## src/rtl/pllsrch_pkg.sv

```systemverilog
package pllsrch_pkg;

    // Reference clock 14318.18 kHz held in 10 Hz units
    localparam int unsigned REF_X100   = 1431818;
    localparam int          SCALE      = 100;
    localparam int          FREQ_W_DEF = 20;

    // Field widths
    localparam int M_W   = 8;
    localparam int N1_W  = 6;
    localparam int N2_W  = 2;
    localparam int DEN_W = 9;   // N1 << N2 reaches 264

    // Search bounds
    localparam int N1_LO  = 3;
    localparam int N1_HI  = 33;
    localparam int N2_TOP = 3;
    localparam int M_LO   = 3;
    localparam int M_HI   = 129;

    // Values reported when nothing beats the starting error
    localparam int M_DEF  = 127;
    localparam int N1_DEF = 18;
    localparam int N2_DEF = 2;

    typedef enum logic [2:0] {
        ST_IDLE,
        ST_CHECK,
        ST_LAUNCH,
        ST_WAIT,
        ST_EVAL,
        ST_FINISH
    } state_e;

    typedef struct packed {
        logic [M_W-1:0]  m;
        logic [N1_W-1:0] n1;
        logic [N2_W-1:0] n2;
    } divset_t;

    function automatic divset_t default_set();
        divset_t s;
        s.m  = M_W'(M_DEF);
        s.n1 = N1_W'(N1_DEF);
        s.n2 = N2_W'(N2_DEF);
        return s;
    endfunction

    function automatic logic [7:0] m_reg_byte(input logic [M_W-1:0] m);
        return 8'(m - M_W'(2));
    endfunction

    function automatic logic [7:0] n_reg_byte(input logic [N1_W-1:0] n1,
                                              input logic [N2_W-1:0] n2);
        logic [N1_W-1:0] t;
        t = n1 - N1_W'(2);
        return {1'b0, n2, t[4:0]};
    endfunction

endpackage

```

## src/rtl/pllsrch_div.sv

```systemverilog
// Sequential divider by 2*REF: one quotient bit per cycle, flags quotients >= 2^M_W
module pllsrch_div
    import pllsrch_pkg::*;
#(
    parameter int DIV_W = 38
) (
    input  logic             clk,
    input  logic             rst,
    input  logic             go,
    input  logic [DIV_W-1:0] dividend,
    output logic             ready,
    output logic [M_W-1:0]   quot,
    output logic             ovf
);
    localparam int               IDX_W   = $clog2(M_W);
    localparam logic [DIV_W-1:0] DVSR    = DIV_W'(2 * REF_X100);
    localparam logic [DIV_W-1:0] OVF_LIM = DVSR << M_W;

    logic [DIV_W-1:0] rem_q;
    logic [IDX_W-1:0] idx_q;
    logic             run_q;
    logic [DIV_W-1:0] step_d;
    logic             too_big;

    assign step_d  = DVSR << idx_q;
    assign too_big = (dividend >= OVF_LIM);

    always_ff @(posedge clk) begin
        if (rst) begin
            rem_q <= '0;
            idx_q <= '0;
            run_q <= 1'b0;
            ready <= 1'b0;
            quot  <= '0;
            ovf   <= 1'b0;
        end else begin
            ready <= 1'b0;
            if (go) begin
                rem_q <= dividend;
                quot  <= '0;
                idx_q <= IDX_W'(M_W - 1);
                ovf   <= too_big;
                run_q <= !too_big;
                ready <= too_big;
            end else if (run_q) begin
                if (rem_q >= step_d) begin
                    rem_q       <= rem_q - step_d;
                    quot[idx_q] <= 1'b1;
                end
                if (idx_q == '0) begin
                    run_q <= 1'b0;
                    ready <= 1'b1;
                end else begin
                    idx_q <= idx_q - IDX_W'(1);
                end
            end
        end
    end

endmodule

```

## src/rtl/pllsrch_eval.sv

```systemverilog
// Combinational scoring of one candidate against the held best
module pllsrch_eval
    import pllsrch_pkg::*;
#(
    parameter int FREQ_W = FREQ_W_DEF,
    parameter int NUM_W  = FREQ_W + 16
) (
    input  logic [FREQ_W-1:0] req,
    input  logic [FREQ_W-1:0] vmin,
    input  logic [FREQ_W-1:0] vmax,
    input  logic [M_W-1:0]    m,
    input  logic [N1_W-1:0]   n1,
    input  logic [N2_W-1:0]   n2,
    input  logic              ovf,
    input  logic [NUM_W-1:0]  best_num,
    input  logic [DEN_W-1:0]  best_den,
    output logic [NUM_W-1:0]  num,
    output logic [DEN_W-1:0]  den,
    output logic [NUM_W-1:0]  err,
    output logic              take
);
    localparam int CMP_W = NUM_W + DEN_W;

    logic [NUM_W-1:0] prod;
    logic [NUM_W-1:0] vco_lo;
    logic [NUM_W-1:0] vco_hi;
    logic [CMP_W-1:0] lhs;
    logic [CMP_W-1:0] rhs;
    logic             m_ok;
    logic             vco_ok;

    always_comb begin
        den    = DEN_W'(n1) << n2;
        num    = NUM_W'(req) * NUM_W'(SCALE) * NUM_W'(den);
        prod   = NUM_W'(REF_X100) * NUM_W'(m);
        vco_lo = NUM_W'(vmin) * NUM_W'(SCALE) * NUM_W'(n1);
        vco_hi = NUM_W'(vmax) * NUM_W'(SCALE) * NUM_W'(n1);
        m_ok   = !ovf && (m >= M_W'(M_LO)) && (m <= M_W'(M_HI));
        vco_ok = (prod >= vco_lo) && (prod <= vco_hi);
        err    = (num >= prod) ? (num - prod) : (prod - num);
        lhs    = CMP_W'(err) * CMP_W'(best_den);
        rhs    = CMP_W'(best_num) * CMP_W'(den);
        take   = m_ok && vco_ok && (lhs < rhs);
    end

endmodule

```

## src/rtl/pllsrch_top.sv

```systemverilog
module pllsrch_top
    import pllsrch_pkg::*;
#(
    parameter int FREQ_W = FREQ_W_DEF
) (
    input  logic              clk,
    input  logic              rst,
    input  logic              start,
    input  logic [FREQ_W-1:0] req_khz,
    input  logic [FREQ_W-1:0] vco_min_khz,
    input  logic [FREQ_W-1:0] vco_max_khz,
    input  logic [N2_W-1:0]   n2_floor,
    output logic              busy,
    output logic              done,
    output logic              found,
    output logic [M_W-1:0]    m_val,
    output logic [N1_W-1:0]   n1_val,
    output logic [N2_W-1:0]   n2_val,
    output logic [7:0]        m_byte,
    output logic [7:0]        n_byte
);
    localparam int NUM_W = FREQ_W + 16;
    localparam int DIV_W = NUM_W + 2;

    state_e            state_q;
    logic [FREQ_W-1:0] req_q;
    logic [FREQ_W-1:0] vmin_q;
    logic [FREQ_W-1:0] vmax_q;
    logic [N2_W-1:0]   floor_q;
    logic [N1_W-1:0]   n1_q;
    logic [N2_W-1:0]   n2_q;
    divset_t           best_q;
    logic [NUM_W-1:0]  best_num_q;
    logic [DEN_W-1:0]  best_den_q;
    logic              found_q;

    logic              reject;
    logic [FREQ_W-1:0] lo_lim;
    logic [FREQ_W-1:0] hi_lim;
    logic [NUM_W-1:0]  cand_num;
    logic [DEN_W-1:0]  cand_den;
    logic [NUM_W-1:0]  cand_err;
    logic              cand_take;
    logic [DIV_W-1:0]  dividend;
    logic              div_go;
    logic              div_ready;
    logic [M_W-1:0]    div_quot;
    logic              div_ovf;

    assign lo_lim   = vmin_q >> 3;
    assign hi_lim   = vmax_q >> floor_q;
    assign reject   = (req_q < lo_lim) || (req_q > hi_lim);
    assign dividend = (DIV_W'(cand_num) << 1) + DIV_W'(REF_X100);
    assign div_go   = (state_q == ST_LAUNCH);

    pllsrch_eval #(
        .FREQ_W (FREQ_W),
        .NUM_W  (NUM_W)
    ) u_eval (
        .req      (req_q),
        .vmin     (vmin_q),
        .vmax     (vmax_q),
        .m        (div_quot),
        .n1       (n1_q),
        .n2       (n2_q),
        .ovf      (div_ovf),
        .best_num (best_num_q),
        .best_den (best_den_q),
        .num      (cand_num),
        .den      (cand_den),
        .err      (cand_err),
        .take     (cand_take)
    );

    pllsrch_div #(
        .DIV_W (DIV_W)
    ) u_div (
        .clk      (clk),
        .rst      (rst),
        .go       (div_go),
        .dividend (dividend),
        .ready    (div_ready),
        .quot     (div_quot),
        .ovf      (div_ovf)
    );

    always_ff @(posedge clk) begin
        if (rst) begin
            state_q    <= ST_IDLE;
            req_q      <= '0;
            vmin_q     <= '0;
            vmax_q     <= '0;
            floor_q    <= '0;
            n1_q       <= '0;
            n2_q       <= '0;
            best_q     <= default_set();
            best_num_q <= '0;
            best_den_q <= DEN_W'(1);
            found_q    <= 1'b0;
        end else begin
            unique case (state_q)
                ST_IDLE: begin
                    if (start) begin
                        req_q      <= req_khz;
                        vmin_q     <= vco_min_khz;
                        vmax_q     <= vco_max_khz;
                        floor_q    <= n2_floor;
                        best_q     <= default_set();
                        best_num_q <= NUM_W'(req_khz) * NUM_W'(SCALE);
                        best_den_q <= DEN_W'(1);
                        found_q    <= 1'b0;
                        state_q    <= ST_CHECK;
                    end
                end
                ST_CHECK: begin
                    if (reject) begin
                        state_q <= ST_FINISH;
                    end else begin
                        n2_q    <= floor_q;
                        n1_q    <= N1_W'(N1_LO);
                        state_q <= ST_LAUNCH;
                    end
                end
                ST_LAUNCH: state_q <= ST_WAIT;
                ST_WAIT: begin
                    if (div_ready) state_q <= ST_EVAL;
                end
                ST_EVAL: begin
                    if (cand_take) begin
                        best_q.m   <= div_quot;
                        best_q.n1  <= n1_q;
                        best_q.n2  <= n2_q;
                        best_num_q <= cand_err;
                        best_den_q <= cand_den;
                        found_q    <= 1'b1;
                    end
                    if (n1_q == N1_W'(N1_HI)) begin
                        if (n2_q == N2_W'(N2_TOP)) begin
                            state_q <= ST_FINISH;
                        end else begin
                            n2_q    <= n2_q + N2_W'(1);
                            n1_q    <= N1_W'(N1_LO);
                            state_q <= ST_LAUNCH;
                        end
                    end else begin
                        n1_q    <= n1_q + N1_W'(1);
                        state_q <= ST_LAUNCH;
                    end
                end
                ST_FINISH: state_q <= ST_IDLE;
                default:   state_q <= ST_IDLE;
            endcase
        end
    end

    assign busy   = (state_q != ST_IDLE) && (state_q != ST_FINISH);
    assign done   = (state_q == ST_FINISH);
    assign found  = found_q;
    assign m_val  = best_q.m;
    assign n1_val = best_q.n1;
    assign n2_val = best_q.n2;
    assign m_byte = m_reg_byte(best_q.m);
    assign n_byte = n_reg_byte(best_q.n1, best_q.n2);

endmodule

```

## config.mk

```make
export PLATFORM = sky130hd
export DESIGN_NAME = pllsrch_top
export DESIGN_NICKNAME = d
export VERILOG_FILES = /design/src/rtl/pllsrch_pkg.sv /design/src/rtl/pllsrch_div.sv /design/src/rtl/pllsrch_eval.sv /design/src/rtl/pllsrch_top.sv
export SDC_FILE = /design/constraint.sdc
export NUM_CORES = 2
export LEC_CHECK = 0
export ABC_CLOCK_PERIOD_IN_PS = 19200
export BUFFER_PORTS_ARGS = -buffer_cell sky130_fd_sc_hd__buf_4
export CORE_MARGIN = 2
export CORE_UTILIZATION = 40
export CTS_CLUSTER_DIAMETER = 100
export CTS_CLUSTER_SIZE = 25
export DETAILED_ROUTE_END_ITERATION = 8
export HOLD_SLACK_MARGIN = 0.03
export PLACE_DENSITY = 0.64
export SETUP_SLACK_MARGIN = 0.1
export SYNTH_ARGS = -nofsm -noshare
export SYNTH_HDL_FRONTEND = slang
export SYNTH_HIERARCHICAL = 1
export SYNTH_SLANG_ARGS = --single-unit
```

## constraint.sdc

```tcl
create_clock -name clk -period 19.2 [get_ports clk]
set_input_delay 5.76 -clock clk [delete_from_list [all_inputs] [get_ports clk]]
set_output_delay 5.76 -clock clk [all_outputs]
set_load 0.1 [all_outputs]
```

# Word-level counts from Yosys, hierarchy flattened
# Cells that the tools add are included.
# W data, S select, Z words.
[op_classes]
n_addsub = 9
n_mul = 10
magnitude_cmp = 12
n_eq_ne = 16
shift = 3
mux = 41
bitwise = 1
reduce_logical = 26
[op_table]
columns = ["operator", "n"]
rows = [
  ["$mux W38", 3],
  ["$mux W36", 3],
  ["$mul A20 B5 Y25 const B", 4],
  ["$mul A36 B9 Y45", 2],
  ["$pmux W36 S2", 1],
  ["$mul A25 B6 Y31", 2],
  ["$lt A45 B45 Y1", 1],
  ["$add A37 B21 Y38 const B", 1],
  ["$ge A38 B30 Y1 const B", 1],
  ["$ge A38 B38 Y1", 1],
  ["$shl A22 B3 Y38 const A", 1],
  ["$sub A38 B38 Y38", 1],
  ["$ge A36 B29 Y1", 1],
  ["$sub A29 B36 Y36", 1],
  ["$sub A36 B29 Y36", 1],
  ["$mul A25 B9 Y34", 1],
  ["$ge A29 B33 Y1", 1],
  ["$le A29 B33 Y1", 1],
  ["$mux W16", 2],
  ["$pmux W16 S2", 1],
  ["$mul A20 B8 Y28 const A", 1],
  ["$mux W3", 8],
  ["$gt A20 B20 Y1", 1],
  ["$lt A20 B17 Y1", 1],
  ["other kinds (40)", 77],
]
[word_totals]
ff_bits = 187
in_bits = 65

# Longest topological paths before layout
[depth]
depth_word = 9
depth_mapped = 83
depth_no_buf = 79

# By module
# Netlist, hierarchy kept.
[by_module_without_submodules]
columns = ["module", "n_inst", "cells_each", "area_per_inst_um2", "seq_area_each_um2"]
rows = [
  ["pllsrch_eval", 1, 6021, 49192.2, 0.0],
  ["pllsrch_top", 1, 1200, 9369.0, 2702.6],
  ["pllsrch_div", 1, 548, 4136.5, 1041.0],
]

# Least setup slack after synthesis
# Ideal clock, no wire load.
[synth_path]
path_kind = "flip-flop to flip-flop"
from = "register req_q[1]"
to = "register best_num_q[9]"
setup_time_ps = 132
arrival_time_ps = 17415
path_slack_ps = 1654
path_stages_with_launch = 79
n_path_buf = 6
synth_period_minus_slack_ps = 17546
path_cell_list = "dfxtp_1 ha_1 ha_1 fa_1 ha_1 nor2b_1 o21ai_0 a21boi_0 o21ai_0 nand2b_1 a21oi_1 o21ai_0 a41o_1 o2111a_1 nor3_1 xnor2_1 nand2_1 fa_1 [... 43 more ...] a21o_1 a21oi_1 xnor2_1 ha_1 a21o_1 a21oi_1 nor3_1 a211oi_1 o211ai_1 a211oi_1 o311ai_0 nor4_1 and3_1 clkbuf_1 nor2_1 clkbuf_1 a211oi_1 nor3_1"
[synth_via]
elab_chain_cells = 9
[synth_lines]
columns = ["item", "line_no", "rtl"]
rows = [
  ["start, declared", "pllsrch_top.sv:26", "logic [FREQ_W-1:0] req_q;"],
  ["start signal, assigned", "pllsrch_top.sv:104", "req_q <= req_khz;"],
  ["$mul A20 B5 Y25 (*)", "pllsrch_eval.sv:34", "num = NUM_W'(req) * NUM_W'(SCALE) * NUM_W'(den);"],
  ["$mul A25 B9 Y34 (*)", "pllsrch_eval.sv:34", ""],
  ["$sub A29 B36 Y36 (tied with other cells)", "pllsrch_eval.sv:40", "err = (num >= prod) ? (num - prod) : (prod - num);"],
  ["$mux W36 (*)", "pllsrch_eval.sv:40", ""],
  ["$mul A36 B9 Y45 (*)", "pllsrch_eval.sv:41", "lhs = CMP_W'(err) * CMP_W'(best_den);"],
  ["$lt A45 B45 Y1 (*)", "pllsrch_eval.sv:43", "take = m_ok && vco_ok && (lhs < rhs);"],
  ["$logic_and A1 B1 Y1 (*)", "pllsrch_eval.sv:43", ""],
  ["net cand_take", "pllsrch_top.sv:43", "logic cand_take;"],
  ["$ne A2 B2 Y1 (no source line) (*)", "--", ""],
  ["$reduce_and A3 Y1 (no source line) (*)", "--", ""],
  ["end signal, assigned", "pllsrch_top.sv:109", "best_num_q <= NUM_W'(req_khz) * NUM_W'(SCALE);"],
  ["end signal, assigned", "pllsrch_top.sv:133", "best_num_q <= cand_err;"],
  ["end, declared", "pllsrch_top.sv:33", "logic [NUM_W-1:0] best_num_q;"],
]
# The timed path passes the listed nets; every way through them passes the cells marked *. The select of a mux whose other input is x is not followed.
# A chain may end at the register's enable or synchronous reset.

# Worst setup path in the final report
[layout_path]
from = "register req_q[2]"
to = "register best_num_q[12]"
[layout_via]
elab_chain_cells = 9
[layout_lines]
columns = ["item", "line_no", "rtl"]
rows = [
  ["$mul A20 B5 Y25 (*)", "pllsrch_eval.sv:34", ""],
  ["$mul A25 B9 Y34 (*)", "pllsrch_eval.sv:34", ""],
  ["net cand_num[26]", "pllsrch_top.sv:40", "logic [NUM_W-1:0] cand_num;"],
  ["$sub A29 B36 Y36 (tied with other cells)", "pllsrch_eval.sv:40", ""],
  ["$mux W36 (*)", "pllsrch_eval.sv:40", ""],
  ["$mul A36 B9 Y45 (*)", "pllsrch_eval.sv:41", ""],
  ["$lt A45 B45 Y1 (*)", "pllsrch_eval.sv:43", ""],
  ["$logic_and A1 B1 Y1 (*)", "pllsrch_eval.sv:43", ""],
  ["net cand_take", "pllsrch_top.sv:43", ""],
  ["$ne A2 B2 Y1 (no source line) (*)", "--", ""],
  ["$reduce_and A3 Y1 (no source line) (*)", "--", ""],
]
# Marked as above.

==> impl_metrics.env <==
export IMPL_status="finished clean"
export IMPL_end_kind="register"
export IMPL_cts_made_buffers=17
export IMPL_r2r_slack_ns=0.89
export IMPL_hp_start="u_div/rem_q[16]$_SDFFE_PP0P_"
export IMPL_dieArea_sq_um=160000
export IMPL_post_route_period_util_pct=95.4
export IMPL_cts_max_path_buffers=2
export IMPL_synth_seq_cells=187
export IMPL_syn_to_final_growth_pct=7.60
export IMPL_yosys_top_cells_area="fa_1 (29%), ha_1 (16%), inv_1 (8.4%), nand2_1 (6.6%), dfxtp_1 (6.0%)"
export IMPL_crit_top_cell="fa_1"
export IMPL_slowest_stage="fa_1"
export IMPL_drc=0
export IMPL_dp_hpwl_um=164000
export IMPL_grt_usage_pct=25.1
export IMPL_io_buffers=98
export IMPL_r2r_start="req_q[2]$_SDFFE_PP0P_"
export IMPL_hold_path_cell_count=2
export IMPL_synth_edf_count=0
export IMPL_grt_pass1_wl_um=312000
export IMPL_io_pins=100
export IMPL_yosysTopAreaCellShare_pct=29.1
export IMPL_hold_viol_final=0
export IMPL_critPathLaunchType="register"
export IMPL_finClkSkew_ns=0.0347
export IMPL_vias=53834
export IMPL_clkSlewWorstSetupHoldPaths_ns=0.10
export IMPL_max_freq_mhz=54.6
export IMPL_wl_per_cell_um=20.4
export IMPL_synth_async_sr_flop_share_pct=0
export IMPL_grt_setup_unrepaired="no"
export IMPL_initial_core_util_pct=40.2
export IMPL_synthDistinctLibCells=123
export IMPL_crit_required_ns=19.67
export IMPL_min_path_type="reg -> reg"
export IMPL_dpl_instance_area_sq_um=66000
export IMPL_finalSetupViolCount=0
export IMPL_core_rowCount=145
export IMPL_clk_latency_ns=0.57
export IMPL_cap_violations=0
export IMPL_drt_iter0_markers=3929
export IMPL_ys_warn_count=6
export IMPL_max_slew_margin_pct=12.9
export IMPL_gr_total_overflow=0
export IMPL_drt_total_wl_um=201000
export IMPL_gp_congestion=1.00
export IMPL_netlist_area_sq_um=62700
export IMPL_final_layout_size_suffix_gt1_share_pct=6.96
export IMPL_r2r_end="best_num_q[12]$_SDFFE_PP0P_"
export IMPL_fin_area_sq_um=67500
export IMPL_multi_input_area_sq_um=53000
export IMPL_antenna_found_initial=4
export IMPL_nNetsFinal=9571
export IMPL_period_needed_ns=18.31
export IMPL_hold_end="u_div/rem_q[16]$_SDFFE_PP0P_"
export IMPL_nFillCells=15680
export IMPL_cts_sinks=187
export IMPL_yosysTopAreaCell="fa_1"
export IMPL_syn_inst=7769
export IMPL_cp_max_fo=20
export IMPL_maxSlewViolCount=0
export IMPL_max_slew_worst_pin_slew_ns=1.29
export IMPL_hold_buffers=0
export IMPL_dr_pass1_iters=6
export IMPL_htreeDepth=4
export IMPL_fp_dieW_um=400
export IMPL_worstPathArrival_ns=18.78
export IMPL_grt_max_degree=72
export IMPL_synth_main_ff_cell="dfxtp_1"
export IMPL_rr_worst_depth=79
export IMPL_syn_avg_cell_area_sq_um=8.07
export IMPL_ys_seq_area_share_pct=5.97
export IMPL_tritoncts="done"
export IMPL_max_stage_delay_ns=0.56
export IMPL_drt_antenna_violating_nets=0
export IMPL_coreArea_sq_um=156000
export IMPL_seqCellArea_sq_um=3750
export IMPL_startpoint="req_q[2]$_SDFFE_PP0P_"
export IMPL_root_buffer="clkbuf_16"
export IMPL_die_y_um=400
export IMPL_critPathKind="reg -> reg"
export IMPL_grt_pass1_vias=54509
export IMPL_viasPerCell=5.47
-- flip-flops by register name, summed over array words and instances (netlist names), 8 cells and up --
name / flops
u_div/rem_q: 38
best_num_q: 36
req_q: 20
vmax_q: 20
vmin_q: 20
best_den_q: 9
m_val: 8
u_div/quot: 8
-- layout by cell type, fill, tap and decap left out, types with 32 or more instances in the layout --
cell      instances
a211oi_1         42
a21o_1          177
a21oi_1         417
a311oi_1         32
a31oi_1          43
and2_1          348
and3_1           42
buf_4           279
dfxtp_1         181
fa_1            912
ha_1            815
inv_1          1409
mux2i_1          34
nand2_1        1101
nand2b_1         73
nand3_1         106
nand4_1          42
nor2_1          366
nor2b_1          63
nor3_1           87
o21a_1           45
o21ai_0         200
o21bai_1         42
or3_1            39
xnor2_1         174
xor2_1          119
-- how the worst max path moves through the flow --
stage / to / slack, ns / cells past startpoint
6_report: best_num_q[12]$_SDFFE_PP0P_ / 0.89 / 79
5_1_grt: best_num_q[12]$_SDFFE_PP0P_ / 0.01 / 78
4_1_cts: best_num_q[18]$_SDFFE_PP0P_ / 0.11 / 77
3_5_place_dp: best_num_q[18]$_SDFFE_PP0P_ / -0.45 / 77
3_3_place_gp: best_num_q[18]$_SDFFE_PP0P_ / -0.009 / 77
2_1_floorplan: best_num_q[9]$_SDFFE_PP0P_ / 1.65 / 78
-- cell families after synthesis --
| kind of cell | share of synthesized area (%) |
|---|---|
| AND/OR/NAND/NOR | 18.0 |
| adder cells (fa/ha/maj) | 45.5 |
| buffers and inverters | 10.5 |
| AO/OA/AOI/OAI | 14.1 |
| XOR/XNOR | 4.86 |
| flip-flops | 5.97 |
| multiplexers | 1.12 |
| other | 0.0120 |
-- critical path: cells and delay by family, from the launching register on --
family	cells	cell delay [ns]
adders and majority gates	16	6.53
buffers and inverters	14	1.66
muxes	1	0.36
xor gates and xnor gates	3	0.57
DFF	1	0.34
AOI/OAI and AO/OA	34	7.00
and+or+nand+nor	11	1.70
-- cell usage after synthesis (44+ instances only) --
cell type  count
inv_1       1409
nand2_1     1103
fa_1         912
ha_1         819
a21oi_1      427
nor2_1       371
and2_1       350
clkbuf_1     216
o21ai_0      208
dfxtp_1      187
xnor2_1      182
a21o_1       177
xor2_1       125
nand3_1      107
nor3_1        89
nand2b_1      73
nor2b_1       63
buf_1         52
a211oi_1      48
a31oi_1       47
o21a_1        45
and3_1        44
-- cell type report --
cell class / count / share of cell area [%]
diodes: 1 / 0.00371
clock buffers: 17 / 0.631
clock inverters: 15 / 0.243
inverters: 1413 / 7.86
multi-input cells: 5870 / 78.6
flip-flops and latches: 187 / 5.56
well taps: 2058 / 3.82
repair buffers: 286 / 3.28
-- per-layer routing --
layer | global-route usage (%) | vias up | wire [um]
li1 | - | 24985 | -
met1 | 32.7 | 26825 | 87100
met2 | 41.7 | 1727 | 93000
met3 | 3.55 | 295 | 11900
met4 | 10.1 | 2 | 8690
met5 | 0 | - | 15
-- timing repair --
| action | 4_1_cts | 5_1_grt |
|---|---|---|
| setup endpoints to repair | 62 | 62 |
| resized for setup | 12 | 84 |
| pin swaps | 1 | 20 |
| setup buffers | 1 | 27 |
| cloned | 0 | 4 |
-- metrics by stage --
stage	std cells	worst slack, ns	setup TNS, ns	utilization, %	hold WS (ns)
CTS	9815	0.109	0	42.8	0.493
detailed placement	9782	-0.451	-15.31	42.3	0.482
global route	9847	0.0127	0	43.2	0.516
global placement	9782	-0.00932	-0.00932	42.3	0.469
finish	9847	0.892	0	43.2	0.491
floorplan	7772	1.65	0	-	0.431
Power is left out: the tool's default activity adds up to more than one toggle a clock period on the data nets, which glitch-free logic cannot reach.
